<file path="config.mk">
export PLATFORM = sky130hd
export DESIGN_NAME = ualign_stream
export DESIGN_NICKNAME = d
export VERILOG_FILES = /design/src/rtl/ualign_stream.sv
export SDC_FILE = /design/constraint.sdc
export NUM_CORES = 1
export LEC_CHECK = 0
export CAP_MARGIN = 15
export CORE_ASPECT_RATIO = 1.4
export CORE_MARGIN = 4
export CORE_UTILIZATION = 48
export DETAILED_ROUTE_END_ITERATION = 6
export PLACE_DENSITY = 0.69
export SYNTH_ARGS = -nofsm -noshare
export SYNTH_HDL_FRONTEND = slang
export SYNTH_SLANG_ARGS = --single-unit
</file>
<file path="constraint.sdc">
create_clock -name clk -period 12.3 [get_ports clk]
set_input_delay 1.845 -clock clk [delete_from_list [all_inputs] [get_ports clk]]
set_output_delay 1.845 -clock clk [all_outputs]
set_load 0.02 [all_outputs]
</file>
<file path="src/rtl/ualign_stream.sv">
module ualign_stream #(
  parameter int AW    = 16,
  parameter int NSLOT = 4
) (
  input  logic                     clk,
  input  logic                     rst_n,
  input  logic                     cmd_valid,
  input  logic [2:0]               cmd_op,
  input  logic [$clog2(NSLOT)-1:0] cmd_slot,
  input  logic [AW-1:0]            cmd_addr,
  input  logic [63:0]              cmd_wdata,
  output logic                     mem_req,
  output logic                     mem_we,
  output logic [AW-4:0]            mem_addr,
  output logic [7:0]               mem_be,
  output logic [63:0]              mem_wdata,
  input  logic [63:0]              mem_rdata,
  output logic                     ld_valid,
  output logic [$clog2(NSLOT)-1:0] ld_slot,
  output logic [63:0]              ld_data
);
  localparam int SW = $clog2(NSLOT);
  localparam int WA = AW - 3;
  localparam logic [2:0] OP_PRIME = 3'd0, OP_LOAD = 3'd1, OP_OPEN = 3'd2,
                         OP_STORE = 3'd3, OP_FLUSH = 3'd4;

  logic [63:0]      hold [NSLOT];
  logic [WA-1:0]    wptr [NSLOT];
  logic [2:0]       offs [NSLOT];
  logic [NSLOT-1:0] empty;
  logic             p_vld, p_ld;
  logic [SW-1:0]    p_slot;

  function automatic logic [63:0] join_ld(input logic [63:0] o, input logic [63:0] n,
                                          input logic [2:0] off);
    logic [63:0] r;
    int x;
    for (int i = 0; i < 8; i++) begin
      x = i + int'(off);
      if (x < 8) r[63-8*i -: 8] = o[8*x +: 8];
      else       r[63-8*i -: 8] = n[8*(x-8) +: 8];
    end
    return r;
  endfunction

  function automatic logic [63:0] join_st(input logic [63:0] p, input logic [63:0] d,
                                          input logic [2:0] off);
    logic [63:0] r;
    int j;
    for (int k = 0; k < 8; k++) begin
      j = k - int'(off);
      if (j >= 0) r[8*k +: 8] = d[63-8*j -: 8];
      else        r[8*k +: 8] = p[63-8*(8+j) -: 8];
    end
    return r;
  endfunction

  wire is_prime = cmd_valid && cmd_op == OP_PRIME;
  wire is_load  = cmd_valid && cmd_op == OP_LOAD;
  wire is_open  = cmd_valid && cmd_op == OP_OPEN;
  wire is_store = cmd_valid && cmd_op == OP_STORE;
  wire is_flush = cmd_valid && cmd_op == OP_FLUSH;

  wire [2:0]  c_off  = offs[cmd_slot];
  wire        c_emp  = empty[cmd_slot];
  wire        fl_wr  = is_flush && !c_emp && c_off != 3'd0;

  assign mem_req   = is_prime || is_load || is_store || fl_wr;
  assign mem_we    = is_store || fl_wr;
  assign mem_addr  = is_prime ? cmd_addr[AW-1:3] : wptr[cmd_slot];
  assign mem_be    = is_store ? (c_emp ? (8'hFF << c_off) : 8'hFF) :
                     fl_wr    ? ~(8'hFF << c_off) :
                     (is_prime || is_load) ? 8'hFF : 8'h00;
  assign mem_wdata = join_st(hold[cmd_slot], is_store ? cmd_wdata : 64'd0, c_off);

  always_ff @(posedge clk) begin
    if (!rst_n) begin
      p_vld    <= 1'b0;
      p_ld     <= 1'b0;
      p_slot   <= '0;
      ld_valid <= 1'b0;
      ld_slot  <= '0;
      ld_data  <= '0;
      empty    <= '1;
      for (int s = 0; s < NSLOT; s++) begin
        hold[s] <= '0;
        wptr[s] <= '0;
        offs[s] <= '0;
      end
    end else begin
      p_vld    <= is_prime || is_load;
      p_ld     <= is_load;
      p_slot   <= cmd_slot;
      ld_valid <= p_vld && p_ld;
      ld_slot  <= p_slot;
      if (p_vld && p_ld) ld_data <= join_ld(hold[p_slot], mem_rdata, offs[p_slot]);
      if (is_prime) begin
        offs[cmd_slot] <= cmd_addr[2:0];
        wptr[cmd_slot] <= cmd_addr[AW-1:3] + WA'(1);
      end
      if (is_load) wptr[cmd_slot] <= wptr[cmd_slot] + WA'(1);
      if (is_open) begin
        hold[cmd_slot]  <= '0;
        offs[cmd_slot]  <= cmd_addr[2:0];
        wptr[cmd_slot]  <= cmd_addr[AW-1:3];
        empty[cmd_slot] <= 1'b1;
      end
      if (is_store) begin
        hold[cmd_slot]  <= cmd_wdata;
        wptr[cmd_slot]  <= wptr[cmd_slot] + WA'(1);
        empty[cmd_slot] <= 1'b0;
      end
      if (is_flush) begin
        hold[cmd_slot]  <= '0;
        empty[cmd_slot] <= 1'b1;
      end
      if (p_vld) hold[p_slot] <= mem_rdata;
    end
  end


  ld_timing_chk: assert property (@(posedge clk) disable iff (!rst_n)
    ld_valid |-> $past(cmd_valid && cmd_op == OP_LOAD, 2));


  prime_read_chk: assert property (@(posedge clk) disable iff (!rst_n)
    (cmd_valid && cmd_op == OP_PRIME) |-> (mem_req && !mem_we && mem_addr == cmd_addr[AW-1:3]));


  write_lanes_chk: assert property (@(posedge clk) disable iff (!rst_n)
    (mem_req && mem_we) |-> (mem_be != 8'h00));


  flush_tail_chk: assert property (@(posedge clk) disable iff (!rst_n)
    (cmd_valid && cmd_op == OP_FLUSH) |-> !mem_be[7]);


  idle_op_chk: assert property (@(posedge clk) disable iff (!rst_n)
    (cmd_valid && cmd_op > OP_FLUSH) |-> !mem_req);


  open_quiet_chk: assert property (@(posedge clk) disable iff (!rst_n)
    (cmd_valid && cmd_op == OP_OPEN) |-> !mem_req);
endmodule

</file>
== Word level (Yosys, flattened, before mapping) ==
Memory sizes are Yosys's and may differ from the RTL's. A register that Yosys moved wholly into a read port is not among the register bits.
Index checks and enable logic that the tools add are counted.

* Flip-flop bits (word level): 75
* Memory bits (writable): 320
* Bits of input ports: 152
* Output and inout bits: 154
* Word-level logic and storage cells: 215
* Memories: 3

* Add/sub/neg operators: 49
* $lt $le $gt $ge: 18
* Equal/unequal tests: 4
* Shifts and indexed selects: 33
* Multiplexer cells: 70
* Bitwise gates (word level): 11
* Reduce and logical (&&, ||, !) cells: 20

{| class="wikitable"
|+ Memory list
! memory !! depth !! width !! rd ports !! clocked after Yosys merged registers in !! write ports !! line !! RTL
|-
| hold || 4 || 64 || 2 || 1 || 4 || 27 || <nowiki>logic [63:0] hold [NSLOT];</nowiki>
|-
| wptr || 4 || 13 || 1 || 0 || 4 || 28 || <nowiki>logic [WA-1:0] wptr [NSLOT];</nowiki>
|-
| offs || 4 || 3 || 2 || 1 || 4 || 29 || <nowiki>logic [2:0] offs [NSLOT];</nowiki>
|}

{| class="wikitable"
|+ Operators by type and width
! cell !! number
|-
| $shiftx A64 B8 Y8 || 15
|-
| $shiftx A71 B10 Y8 || 8
|-
| $shiftx A71 B8 Y8 || 8
|-
| $mux W64 || 5
|-
| $mux W8 || 20
|-
| $reduce_or A64 Y1 || 2
|-
| $sub A7 B9 Y10 const A || 8
|-
| $mux W13 || 5
|-
| $shiftx A64 B7 Y8 || 1
|-
| $sub A7 B7 Y8 const A || 8
|-
| $add A5 B4 Y6 const A || 8
|-
| $sub A4 B4 Y5 const B || 7
|-
| $ge A4 B1 Y1 const B || 8
|-
| $lt A4 B4 Y1 const B || 7
|-
| $add A13 B1 Y13 const B || 2
|-
| $mux W1 || 25
|-
| $mux W4 || 5
|-
| $add A3 B3 Y4 const A || 4
|-
| $sub A3 B3 Y4 const A || 4
|-
| $reduce_or A13 Y1 || 1
|-
| $mux W2 || 6
|-
| $logic_and A1 B1 Y1 || 9
|-
| $add A2 B3 Y4 const A || 2
|-
| $not A8 Y8 || 1
|-
| other kinds (23) || 36
|}

== Logic depth before layout (Yosys ltp) ==
* Depth after elaboration: 12
* Mapped depth: 17
* Gate-level depth less buffers: 10

== Least setup slack after synthesis ==
No wires, ideal clock.

* Kind: input to register
* Start: in cmd_slot[1]
* End: mem hold[3][0] (enable)
* Library setup time: 0.574 ns
* Arrival time: 7.284 ns
* Required time: 11.726 ns
* Setup slack: 4.441 ns
* Stages: 5
* Buffers on the path: 3
* Path through: buf_4 -> clkbuf_1 -> clkbuf_1 -> nand2_1 -> o21ai_0

{| class="wikitable"
|+ RTL lines
! what !! line !! RTL
|-
| from (decl) || 9 || <nowiki>input logic [$clog2(NSLOT)-1:0] cmd_slot,</nowiki>
|-
| to (decl) || 27 ||
|}

== Final worst setup path ==
* Start: in cmd_slot[0]
* End: out mem_wdata[53]

* Word-level cells in the longest chain between the ends: 6
* Elaborated cells between the ends (all ways): 10
* Classes of those cells: 4 x add/sub; 1 x order compare; 2 x shift; 1 x mux; 2 x memory

{| class="wikitable"
|+ RTL lines
! what !! line !! RTL
|-
| $mem_v2 Z4 W3 || n/a ||
|-
| $sub A3 B3 Y4 || 51 || <nowiki>j = k - int'(off);</nowiki>
|-
| $add A5 B4 Y6 || 53 || <nowiki>else r[8*k +: 8] = p[63-8*(8+j) -: 8];</nowiki>
|-
| $sub A7 B9 Y10 || 53 ||
|-
| $shiftx A71 B10 Y8 || 53 ||
|-
| $mux W8 (*) || 52 || <nowiki>if (j >= 0) r[8*k +: 8] = d[63-8*j -: 8];</nowiki>
|-
| to (decl) || 16 || <nowiki>output logic [63:0] mem_wdata,</nowiki>
|}

Mark *: on every way between the ends. The rest lies on a longest branch, timed or not.

==> summary.txt <==
Route
  • Vias: 27352
  • DRT Pass-1 Iters: 7
  • Drt via density: 7.04
  • DR WL/cell: 34.1 um
  • DRC: 0
  • Post-route ant nets: 0
  • Routed WL: 133 mm
  • Initial DRC Count: 4010

Placed design
  • Number of port buffers: 305
  • Worst slack, placed: 3.48 ns
  • Number of placed instances, taps included: 3802
  • Placer Congestion: 1.06
  • Dpl hpwl: 95.3 mm
  • Post-Place Cell Area: 0.0324 mm2

Clocking
  • Post-CTS Resized: 0
  • CTS tree: built
  • Post CTS Setup Buffer Count: 0
  • Clk root buf: clkbuf_16
  • Clock Latency Late Sink: 0.59 ns
  • CTS sink count: 395
  • Cts hold-fix bufs: 0
  • CTS buffer count: 42
  • H-tree depth: 2
  • CTS max path bufs: 3
  • Clock slew at reported path FFs: 0.06 ns

STA
  • Total Negative Setup Slacks: 0 ns
  • Slew HR: 23.7%
  • Setup Viol. Count Final: 0
  • Clk_skew: 0.0271 ns
  • Final Hold Viols: 0
  • Fmax: 113 MHz
  • Slew @ Worst Pin: 1.14 ns
  • Final WS setup: 3.42 ns
  • Final min period: 8.88 ns
  • Final-report max-slew violation count: 0
  • Unrepaired setup endpoints after global routing: no
  • Fin crit share: 72.2%

Critical path
  • Crit Path Max Fanout: 49
  • Reg2reg end: ld_data[34]
  • CP Launch Point: cmd_slot[0]
  • CP endpoint: mem_wdata[53]
  • Crit path capture type: primary output
  • WP data arrival: 7.04 ns
  • Crit Path Category: input pin to primary output
  • Worst path required time: 10.45 ns
  • R2r startpoint: p_slot[1]
  • Reg2Reg Setup Slack: 6.73 ns
  • Reg2reg path depth: 9
  • Startpoint types: input pin

Finish
  • Area grow syn2layout: 14.8%
  • Sequential cell area: 0.0111 mm2
  • Fin util: 55.6%
  • Layout Nets: 3204
  • Final Cell Area: 0.0338 mm2
  • Share of layout cells above drive strength 1: 14.0%
  • Fin cells: 3885
  • Fill count: 5318
  • Area of the multi-input gates: 0.0168 mm2

Synthesis
  • Commonest cells post-synth: 635 x nand2_1, 367 x o21ai_0, 320 x edfxtp_1
  • Cell count after synthesis: 2956
  • Yosys reg bits: 395
  • Count leader, synth: nand2_1
  • Primary FF master, synth: edfxtp_1
  • Synth area leaders: edfxtp_1 33%, mux4_2 18%, nand2_1 8.1%
  • Largest area contributor in the netlist: edfxtp_1
  • Top-area cell type share of the netlist area: 32.6%
  • Syn nets: 3129
  • Sequential share of the synthesized area: 37.8%
  • Mean Syn Cell Area: 9.96 um2
  • Yosys cell types: 79
  • Cell area after synthesis: 0.0294 mm2
  • YS warnings: 0
  • Number of synthesized flops with an enable pin: 320
  • Asr flop ratio synth: 0%

Min path
  • Hold Crit Class: register to register

Global route
  • GRT Overall Usage: 39.4%
  • Vias in the first global route: 26638
  • Initial antenna violation count: 4
  • Largest net degree at the start of global routing: 86
  • First-pass GRT wire length: 188 mm
  • GRT Residual Overflow: 0

Pwr
  • Switching Power: 0.00140 W
  • Static leakage: 11.6 nW
  • Pint: 0.00271 W
  • Net Sw Frac: 34.0%
  • Sequential Power Share: 36.7%
  • Combinational Power Share: 32.1%
  • Power share of the clock group: 31.2%
  • PD cells: 122 mW/mm2
  • Peak supply drop: 0.128 mV

Job
  • Max cap viols: 0

Floorplanning
  • Core box area: 0.0608 mm2
  • Die Y: 301 um
  • I/O Pins: 306
  • Starting density of the core: 48.4%
  • # rows: 107
  • Die ar.: 0.0654 mm2
  • Die X: 217 um

Outcome
  • Status: finished, final reports clean
placed cells by master (no fill, tap or decap), drive strengths merged, types with 10 or more instances in the layout:
master,instances
a22o,14
nand3,40
buf,43
o21ai,375
a22oi,20
o22ai,23
nor2,142
a221oi,34
nand2,635
o211ai,15
clkinv,19
o221ai,26
edfxtp,320
a2bb2oi,12
and2,14
dfxtp,75
a21oi,137
mux2,55
inv,26
clkdlybuf4s50,302
nor3b,13
nor3,27
nand2b,10
a31oi,20
mux2i,158
xor2,10
clkbuf,59
a211oi,40
ha,21
xnor2,16
nor2b,18
mux4,238
power by group through the flow:
stage	clock network, W	logic (W)	registers [W]
3_3_place_gp	0	0.00128	0.00153
6_report	0.00128	0.00132	0.00151
5_1_grt	0.00135	0.00136	0.00151
3_5_place_dp	0	0.00128	0.00154
2_1_floorplan	0	0.000828	0.00153
4_1_cts	0.00129	0.00129	0.00151
sequential cells by signal, indices dropped and copies added, names as in the netlist:
signal / flops
ld_valid: 1
hold: 256
ld_slot: 2
ld_data: 64
empty: 4
p_slot: 2
p_ld: 1
offs: 12
wptr: 52
p_vld: 1
per-stage QoR:
stage / hold slack, ns / power [W]
after detailed placement: 0.468 / 0.00282
after global placement: 0.443 / 0.00281
final: 0.476 / 0.00411
after global routing: 0.514 / 0.00422
after CTS: 0.482 / 0.00409
after floorplan: 0.490 / 0.00236
worst max-delay path, cell delays in order:
cell and delay [ns]:
buf_6 0.48, mux4_4 0.78, inv_2 0.54, ha_2 0.44, inv_1 0.69, nand2_1 0.62
o22ai_1 0.41, mux2i_1 0.11, o21ai_0 0.37, clkdlybuf4s50_1 0.69
cell type report:
type	count	area share, %
diodes	3	0.0222
clock buffers	58	3.56
clock inverters	20	0.511
inverters	27	0.333
multi-input cells	2219	49.7
flip-flops and latches	395	32.9
well taps	817	3.03
repair buffers	346	9.93
cell families after synthesis:
| logic type | share of synthesized area (%) |
|---|---|
| AND/OR/NAND/NOR | 13.3 |
| AO/OA/AOI/OAI | 16.0 |
| multiplexers | 25.7 |
| flip-flops | 37.8 |
| buffers and inverters | 5.42 |
| XOR/XNOR | 0.927 |
| adder cells (fa/ha/maj) | 0.893 |
worst min path at each step:
stage	from	endpoint	slack (ns)	depth (start not counted)
floorplan	empty[2]	empty[2]	0.49	2
global placement	ld_data[18]	ld_data[18]	0.44	2
detailed placement	ld_data[18]	ld_data[18]	0.47	2
CTS	ld_data[18]	ld_data[18]	0.48	2
global route	ld_data[18]	ld_data[18]	0.51	2
finish	ld_data[18]	ld_data[18]	0.48	2
per-layer routing:
metal | wire length, um | share of wire, % | vias up | track usage (%)
met5 | 0 | 0 | - | 0
met4 | 12800 | 9.7 | 0 | 29.3
met3 | 15300 | 12 | 544 | 8.01
met2 | 60700 | 46 | 2210 | 61.9
met1 | 43800 | 33 | 13297 | 47.9
li1 | - | - | 11301 | -
Power figures use the tool's default switching activity.
